--- config.mk ---
export PLATFORM = sky130hd
export DESIGN_NAME = spireg_slave
export DESIGN_NICKNAME = d
export VERILOG_FILES = /design/src/rtl/spireg_pkg.sv /design/src/rtl/spireg_sync.sv /design/src/rtl/spireg_frame.sv /design/src/rtl/spireg_regs.sv /design/src/rtl/spireg_slave.sv
export SDC_FILE = /design/constraint.sdc
export NUM_CORES = 1
export LEC_CHECK = 0
export BUFFER_PORTS_ARGS = -buffer_cell sky130_fd_sc_hd__buf_2
export CORE_UTILIZATION = 40
export CTS_BUF_LIST = sky130_fd_sc_hd__clkbuf_4
export CTS_CLUSTER_SIZE = 12
export DETAILED_ROUTE_END_ITERATION = 7
export GPL_ROUTABILITY_DRIVEN = 0
export PLACE_DENSITY_LB_ADDON = 0.2
export RECOVER_POWER = 50
export SETUP_SLACK_MARGIN = 0.05
export SLEW_MARGIN = 20
export SYNTH_ARGS = -nofsm -noshare
export SYNTH_HDL_FRONTEND = slang
export SYNTH_SLANG_ARGS = --single-unit
--- constraint.sdc ---
create_clock -name clk -period 4.4 [get_ports clk]
set_input_delay 0.66 -clock clk [delete_from_list [all_inputs] [get_ports clk]]
set_output_delay 0.66 -clock clk [all_outputs]
set_load 0.02 [all_outputs]
--- src/rtl/spireg_pkg.sv ---
package spireg_pkg;
  localparam int ADDR_W     = 6;
  localparam int BYTE_W     = 8;
  localparam int WORD_W     = 2 * BYTE_W;
  localparam int FRAME_BITS = 2 + ADDR_W + BYTE_W;
  localparam int CNT_W      = $clog2(FRAME_BITS) + 1;

  typedef struct packed {
    logic              wr;
    logic              spare;
    logic [ADDR_W-1:0] addr;
    logic [BYTE_W-1:0] data;
  } cmd_t;
endpackage

--- src/rtl/spireg_sync.sv ---
module spireg_sync #(
  parameter int               WIDTH = 3,
  parameter logic [WIDTH-1:0] IDLE  = '0
) (
  input  logic             clk,
  input  logic             rst_n,
  input  logic [WIDTH-1:0] din,
  output logic [WIDTH-1:0] dout
);
  for (genvar g = 0; g < WIDTH; g++) begin : g_bit
    logic [1:0] stg_q, stg_d;
    assign stg_d = {stg_q[0], din[g]};
    always_ff @(posedge clk or negedge rst_n) begin
      if (!rst_n) stg_q <= {2{IDLE[g]}};
      else        stg_q <= stg_d;
    end
    assign dout[g] = stg_q[1];
  end
endmodule

--- src/rtl/spireg_frame.sv ---
module spireg_frame
  import spireg_pkg::*;
(
  input  logic                  clk,
  input  logic                  rst_n,
  input  logic                  sclk_rise,
  input  logic                  sclk_fall,
  input  logic                  cs_idle,
  input  logic                  cs_start,
  input  logic                  cs_end,
  input  logic                  mosi_bit,
  input  logic [FRAME_BITS-1:0] resp_word,
  output logic                  miso,
  output logic                  frame_ok,
  output logic                  frame_bad,
  output cmd_t                  cmd
);
  localparam logic [CNT_W-1:0] CNT_MAX  = '1;
  localparam logic [CNT_W-1:0] CNT_FULL = CNT_W'(FRAME_BITS);

  logic [CNT_W-1:0]      cnt_q, cnt_d;
  logic [FRAME_BITS-1:0] rx_q, rx_d, tx_q, tx_d;
  logic                  miso_q, miso_d;

  always_comb begin
    cnt_d  = cnt_q;
    rx_d   = rx_q;
    tx_d   = tx_q;
    miso_d = miso_q;
    if (cs_idle) begin
      cnt_d  = '0;
      rx_d   = '0;
      tx_d   = '0;
      miso_d = 1'b0;
    end else begin
      if (cs_start) tx_d = resp_word;
      if (sclk_rise) begin
        rx_d = {rx_q[FRAME_BITS-2:0], mosi_bit};
        if (cnt_q != CNT_MAX) cnt_d = cnt_q + CNT_W'(1);
      end
      if (sclk_fall) begin
        miso_d = tx_q[FRAME_BITS-1];
        tx_d   = {tx_q[FRAME_BITS-2:0], 1'b0};
      end
    end
  end

  always_ff @(posedge clk or negedge rst_n) begin
    if (!rst_n) begin
      cnt_q  <= '0;
      rx_q   <= '0;
      tx_q   <= '0;
      miso_q <= 1'b0;
    end else begin
      cnt_q  <= cnt_d;
      rx_q   <= rx_d;
      tx_q   <= tx_d;
      miso_q <= miso_d;
    end
  end

  assign frame_ok  = cs_end && (cnt_q == CNT_FULL);
  assign frame_bad = cs_end && (cnt_q != CNT_FULL);
  assign cmd       = cmd_t'(rx_q);
  assign miso      = miso_q;


  miso_idle_chk: assert property (@(posedge clk) disable iff (!rst_n)
    cs_idle |=> !miso_q);

  cnt_step_chk: assert property (@(posedge clk) disable iff (!rst_n)
    (sclk_rise && !cs_idle && cnt_q < CNT_FULL) |=> cnt_q == $past(cnt_q) + CNT_W'(1));

  miso_launch_chk: assert property (@(posedge clk) disable iff (!rst_n)
    (sclk_fall && !cs_idle) |=> miso_q == $past(tx_q[FRAME_BITS-1]));
endmodule

--- src/rtl/spireg_regs.sv ---
module spireg_regs
  import spireg_pkg::*;
#(
  parameter int NUM_SMP   = 2,
  parameter int SMP_W     = 14,
  parameter int NUM_RW    = 2,
  parameter int RW_BASE   = 16,
  parameter int STAT_WORD = 30
) (
  input  logic                     clk,
  input  logic                     rst_n,
  input  logic                     frame_ok,
  input  logic                     frame_bad,
  input  cmd_t                     cmd,
  input  logic                     smp_stb,
  input  logic [NUM_SMP*SMP_W-1:0] smp_data,
  output logic [WORD_W-1:0]        resp_word
);
  localparam int IDX_W = ADDR_W - 1;

  logic [SMP_W-1:0]  smp_q [NUM_SMP];
  logic [SMP_W-1:0]  smp_d [NUM_SMP];
  logic [NUM_SMP-1:0] nd_q, nd_d;
  logic [WORD_W-1:0] rw_q [NUM_RW];
  logic [WORD_W-1:0] rw_d [NUM_RW];
  logic              err_q, err_d;
  logic [WORD_W-1:0] hold_q, hold_d;

  logic [IDX_W-1:0]  word_idx;
  logic              hi_sel, rd_req, wr_req, ea_flag;
  logic [WORD_W-1:0] status_word, rd_word;
  logic              unused_spare;

  assign word_idx     = cmd.addr[ADDR_W-1:1];
  assign hi_sel       = cmd.addr[0];
  assign rd_req       = frame_ok && !cmd.wr;
  assign wr_req       = frame_ok && cmd.wr;
  assign status_word  = {{(WORD_W-1){1'b0}}, err_q};
  assign ea_flag      = |status_word;
  assign unused_spare = cmd.spare;

  always_comb begin
    rd_word = '0;
    for (int i = 0; i < NUM_SMP; i++) begin
      if (word_idx == IDX_W'(i)) begin
        rd_word[WORD_W-1]  = nd_q[i];
        rd_word[WORD_W-2]  = ea_flag;
        rd_word[SMP_W-1:0] = smp_q[i];
      end
    end
    for (int j = 0; j < NUM_RW; j++) begin
      if (word_idx == IDX_W'(RW_BASE + j)) rd_word = rw_q[j];
    end
    if (word_idx == IDX_W'(STAT_WORD)) rd_word = status_word;
  end

  always_comb begin
    smp_d  = smp_q;
    nd_d   = nd_q;
    rw_d   = rw_q;
    err_d  = err_q;
    hold_d = hold_q;
    for (int i = 0; i < NUM_SMP; i++) begin
      if (rd_req && word_idx == IDX_W'(i)) nd_d[i] = 1'b0;
      if (smp_stb) begin
        smp_d[i] = smp_data[i*SMP_W +: SMP_W];
        nd_d[i]  = 1'b1;
      end
    end
    for (int j = 0; j < NUM_RW; j++) begin
      if (wr_req && word_idx == IDX_W'(RW_BASE + j)) begin
        if (hi_sel) rw_d[j][WORD_W-1:BYTE_W] = cmd.data;
        else        rw_d[j][BYTE_W-1:0]      = cmd.data;
      end
    end
    if (rd_req && word_idx == IDX_W'(STAT_WORD)) err_d = 1'b0;
    if (frame_bad) err_d = 1'b1;
    if (frame_ok) hold_d = rd_req ? rd_word : '0;
  end

  always_ff @(posedge clk or negedge rst_n) begin
    if (!rst_n) begin
      for (int i = 0; i < NUM_SMP; i++) smp_q[i] <= '0;
      for (int j = 0; j < NUM_RW; j++)  rw_q[j]  <= '0;
      nd_q   <= '0;
      err_q  <= 1'b0;
      hold_q <= '0;
    end else begin
      smp_q  <= smp_d;
      rw_q   <= rw_d;
      nd_q   <= nd_d;
      err_q  <= err_d;
      hold_q <= hold_d;
    end
  end

  assign resp_word = hold_q;


  nd_set_chk: assert property (@(posedge clk) disable iff (!rst_n)
    smp_stb |=> &nd_q);

  nd_clr_chk: assert property (@(posedge clk) disable iff (!rst_n)
    (rd_req && word_idx == '0 && !smp_stb) |=> !nd_q[0]);

  err_set_chk: assert property (@(posedge clk) disable iff (!rst_n)
    frame_bad |=> err_q);

  err_clr_chk: assert property (@(posedge clk) disable iff (!rst_n)
    (rd_req && word_idx == IDX_W'(STAT_WORD)) |=> (!err_q && resp_word[0] == $past(err_q)));

  wr_resp_chk: assert property (@(posedge clk) disable iff (!rst_n)
    wr_req |=> resp_word == '0);

  rw_hold_chk: assert property (@(posedge clk) disable iff (!rst_n)
    !wr_req |=> ($stable(rw_q[0]) && $stable(rw_q[NUM_RW-1])));
endmodule

--- src/rtl/spireg_slave.sv ---
module spireg_slave
  import spireg_pkg::*;
#(
  parameter int NUM_SMP   = 2,
  parameter int SMP_W     = 14,
  parameter int NUM_RW    = 2,
  parameter int RW_BASE   = 16,
  parameter int STAT_WORD = 30
) (
  input  logic                     clk,
  input  logic                     rst_n,
  input  logic                     spi_sclk,
  input  logic                     spi_cs_n,
  input  logic                     spi_mosi,
  output logic                     spi_miso,
  input  logic                     smp_stb,
  input  logic [NUM_SMP*SMP_W-1:0] smp_data
);
  logic [1:0] rst_q, rst_d;
  logic       rst_i_n;
  assign rst_d = {rst_q[0], 1'b1};
  always_ff @(posedge clk or negedge rst_n) begin
    if (!rst_n) rst_q <= '0;
    else        rst_q <= rst_d;
  end
  assign rst_i_n = rst_q[1];

  logic [2:0] pin_s;
  spireg_sync #(.WIDTH(3), .IDLE(3'b110)) u_sync (
    .clk  (clk),
    .rst_n(rst_i_n),
    .din  ({spi_cs_n, spi_sclk, spi_mosi}),
    .dout (pin_s)
  );

  logic [1:0] edge_q, edge_d;
  assign edge_d = pin_s[2:1];
  always_ff @(posedge clk or negedge rst_i_n) begin
    if (!rst_i_n) edge_q <= 2'b11;
    else          edge_q <= edge_d;
  end

  logic sclk_rise, sclk_fall, cs_start, cs_end;
  assign sclk_rise = pin_s[1] && !edge_q[0];
  assign sclk_fall = !pin_s[1] && edge_q[0];
  assign cs_start  = !pin_s[2] && edge_q[1];
  assign cs_end    = pin_s[2] && !edge_q[1];

  logic              frame_ok, frame_bad;
  cmd_t              cmd;
  logic [WORD_W-1:0] resp_word;

  spireg_frame u_frame (
    .clk      (clk),
    .rst_n    (rst_i_n),
    .sclk_rise(sclk_rise),
    .sclk_fall(sclk_fall),
    .cs_idle  (pin_s[2]),
    .cs_start (cs_start),
    .cs_end   (cs_end),
    .mosi_bit (pin_s[0]),
    .resp_word(resp_word),
    .miso     (spi_miso),
    .frame_ok (frame_ok),
    .frame_bad(frame_bad),
    .cmd      (cmd)
  );

  spireg_regs #(
    .NUM_SMP  (NUM_SMP),
    .SMP_W    (SMP_W),
    .NUM_RW   (NUM_RW),
    .RW_BASE  (RW_BASE),
    .STAT_WORD(STAT_WORD)
  ) u_regs (
    .clk      (clk),
    .rst_n    (rst_i_n),
    .frame_ok (frame_ok),
    .frame_bad(frame_bad),
    .cmd      (cmd),
    .smp_stb  (smp_stb),
    .smp_data (smp_data),
    .resp_word(resp_word)
  );
endmodule

==> impl_metrics.toml <==
[place]
io_buffers = 34
dp_slack_ps = 1570
placed_cells = 646
hpwl_mm = 7.43

[routing]
antenna_left = 0
wl_per_cell_um = 16.0
via_per_inst = 5.15
drt_wl_total_mm = 10.8
vias = 3503
dr_wl_met3_um = 392
drcViolationCount = 0
m1WireLength_mm = 5.49
top_layer = "met4"
wl_met2_mm = 4.80
first_iter_violations = 171
drt_pass1_iterations = 4

[sta]
period_minus_slack_ps = 2810
maxSlewViolCount = 88
hold_viol_final = 0
slew_headroom_pct = -43.0
finalClockSkew_ps = 17.1
setup_tns_ps = 0
rsz0062_at_grt = "no"
period_share_pct = 64.0
setup_viol = 0
worst_slack_ps = 1590
hold_slack_ps = 223
tightest_slew_ps = 2150
fmax_mhz = 355

[power]
leakagePower_nw = 2.70
fin_total_pwr_w = 0.00214
power_density_nw_per_um2 = 353
vdd_drop_max_uv = 187

[logic_synthesis]
synth_simple_gate_area_share_pct = 12.1
synth_compound_area_share_pct = 10.0
synth_top_family_by_area = "multiplexers"
ys_types = 41
yosys-top-cells-area = "dfrtp_1 (55%), mux2_2 (13%), a22oi_1 (3.6%)"
synth-xor-area-share_pct = 0.479
syn-cell-area_um2 = 5490
yosys_warnings = 0
post-synth-top-area-cell = "dfrtp_1"
synthCells = 462
avgSynthCellArea_um2 = 11.9
synth_top_area_share_pct = 55.2
synth_mux_area_share_pct = 16.2
synth.yosys.seq_area_share_pct = 58.1
synth_fp_nets = 499
yosys.area_share.adder_pct = 0.684
synth_seq_cells = 127

[global_routing]
groute.usage.overall_pct = 17.1
grt_overflow = 0
grt_max_degree = 57
grt_pass1_vias = 3480
grt_pass1_wl_mm = 18.4
antenna_found_initial = 1

[clock_network]
cts_resized = 0
cts_made_buffers = 17
cts-htree-levels = 4
clock_latency_ps = 540
cts_tree = "done"
cts.clk_slew.worst_paths_ps = 100
cts_root_buf = "clkbuf_4"
clk_path_buf_depth = 2
clkSinkCount = 127

[job]
drv_cap = 2

[run_status]
violations = "max-capacitance violations, max-slew violations"
outcome = "finished, violations left"

[finish]
nets = 527
final_cell_count_no_fill = 680
drive_gt1_share_pct = 28.4
nFillCells = 1246
syn2layout_area_growth_pct = 10.9

[critical_path]
required_ps = 4830
endpoint_kind = "register"
critPathKind = "register to register"
arrival_ps = 3240
crit_fanout = 40
critPathLaunchType = "register"

[floorplan]
ios = 35
fp.dieH_um = 119
die-area_um2 = 14200
core_um2 = 13300
initial_core_util_pct = 41.3
num_rows = 42
die_w_um = 119

[worst_hold_path]
min_path_type = "input port to register"
==> synth_stat cells <==
cell type / n
nand2_1: 41
nor3_1: 1
nand4_1: 2
mux2i_1: 19
nand3b_1: 14
and3b_1: 1
or3_1: 1
o221ai_1: 1
buf_1: 4
clkbuf_1: 25
xnor2_1: 1
o31ai_1: 1
nand3_1: 1
nand4bb_1: 1
dfstp_2: 6
nor2_1: 48
nand2b_1: 5
a22oi_1: 26
nor3_4: 1
dfrtp_1: 121
conb_1: 1
nor4b_1: 1
a221o_1: 1
ha_1: 3
nor3b_4: 2
a22o_1: 3
inv_1: 2
nor3b_1: 1
nor4_4: 1
a21oi_1: 19
or2_2: 2
mux2_2: 62
a211oi_1: 15
nor2b_1: 2
a21o_1: 2
xor2_1: 2
and3_1: 1
nor4_1: 2
o21ai_0: 16
or4_1: 1
buf_2: 3
==> critical path: stages (launching register included) <==
cell	delay (ps)
dfstp_2	530
buf_4	380
nand2b_1	220
or4_1	710
nor3b_4	490
mux2_2	390
==> layout make-up <==
type	count	area (µm²)	share of cell area, %
Sequential cell	127	3190	52.4
Multi-Input combinational cell	301	2180	35.8
Timing Repair Buffer	41	223	3.66
Tap cell	176	220	3.62
Clock buffer	23	173	2.84
Clock inverter	9	92.6	1.52
Inverter	2	7.51	0.123
Antenna cell	1	2.50	0.0411
==> report_power, final <==
part / internal [W] / switching, W
clock: 0.000367 / 0.000399
combinational: 0.0000616 / 0.0000684
sequential: 0.00121 / 0.0000383
==> registers in the layout, summed over array words and instances (netlist names) <==
signal and cells:
u_regs.rw_q 32, u_frame.cmd 16, u_regs.resp_word 16, u_sync.g_bit.stg_q 6, u_frame.miso 1, edge_q 2
u_frame.cnt_q 5, u_regs.nd_q 2, rst_q 2, u_frame.tx_q 16, u_regs.ea_flag 1, u_regs.smp_q 28
==> per-layer routing <==
| metal | vias to the layer above | global-route usage (%) |
|---|---|---|
| li1 | 1705 | - |
| met1 | 1713 | 24.4 |
| met2 | 72 | 23.8 |
| met3 | 13 | 5.17 |
| met4 | 0 | 7.52 |
| met5 | - | 0 |
==> final timing paths <==
path / startpoint / end / slack, ps / cells after the start
max reg2reg: u_sync.g_bit[2].stg_q[1] / u_regs.rw_q[31] / 1590 / 5
max in group asynchronous: rst_q[1] / u_regs.rw_q[19] / 2000 / 1
min in group asynchronous: rst_n / rst_q[0] / 440 / 2
max: u_sync.g_bit[2].stg_q[1] / u_regs.rw_q[31] / 1590 / 5
min: spi_sclk / u_sync.g_bit[1].stg_q[0] / 220 / 1
min reg2reg: u_sync.g_bit[0].stg_q[0] / u_sync.g_bit[0].stg_q[1] / 360 / 0
==> cells in the final DEF (no fill, tap or decap), types with 2 or more instances in the layout <==
cell       count
inv_1          2
dfstp_2        4
xor2_1         2
buf_4          6
a22oi_1       26
nand4_1        2
nand2b_1       4
clkbuf_1       2
nand3b_1      14
nand2_1       41
mux2i_1       19
dfstp_1        2
clkinv_2       5
clkinv_1       2
mux2_2        62
clkbuf_4      23
nor3b_4        2
o21ai_0       16
dfrtp_1      121
or2_2          2
nor4_1         2
buf_2         32
bufinv_16      2
ha_1           3
a22o_1         3
a21o_1         2
nor2_1        48
a21oi_1       19
a211oi_1      15
==> through the flow <==
stage	cell area [µm²]	utilization [%]
after global routing	6080	45.7
after global placement	5810	43.7
final	6080	45.7
after CTS	6080	45.8
after detailed placement	5810	43.7
after floorplan	5490	-
==> logic make-up (layout without fill, tap and decap cells) <==
logic type	after synthesis	count (layout)
other	1	2
buffers and inverters	34	75
and+or+nand+nor	129	129
DFF	127	127
AOI/OAI and AO/OA	84	84
xor gates and xnor gates	3	3
adders and majority gates	3	3
muxes	81	81
==> what timing repair did <==
action,in CTS,in global routing
endpoints found under the hold margin,2,0
endpoints found under the setup margin,0,0
hold buffers,1,0
buffers inserted,0,0
Power figures use the tool's default switching activity.
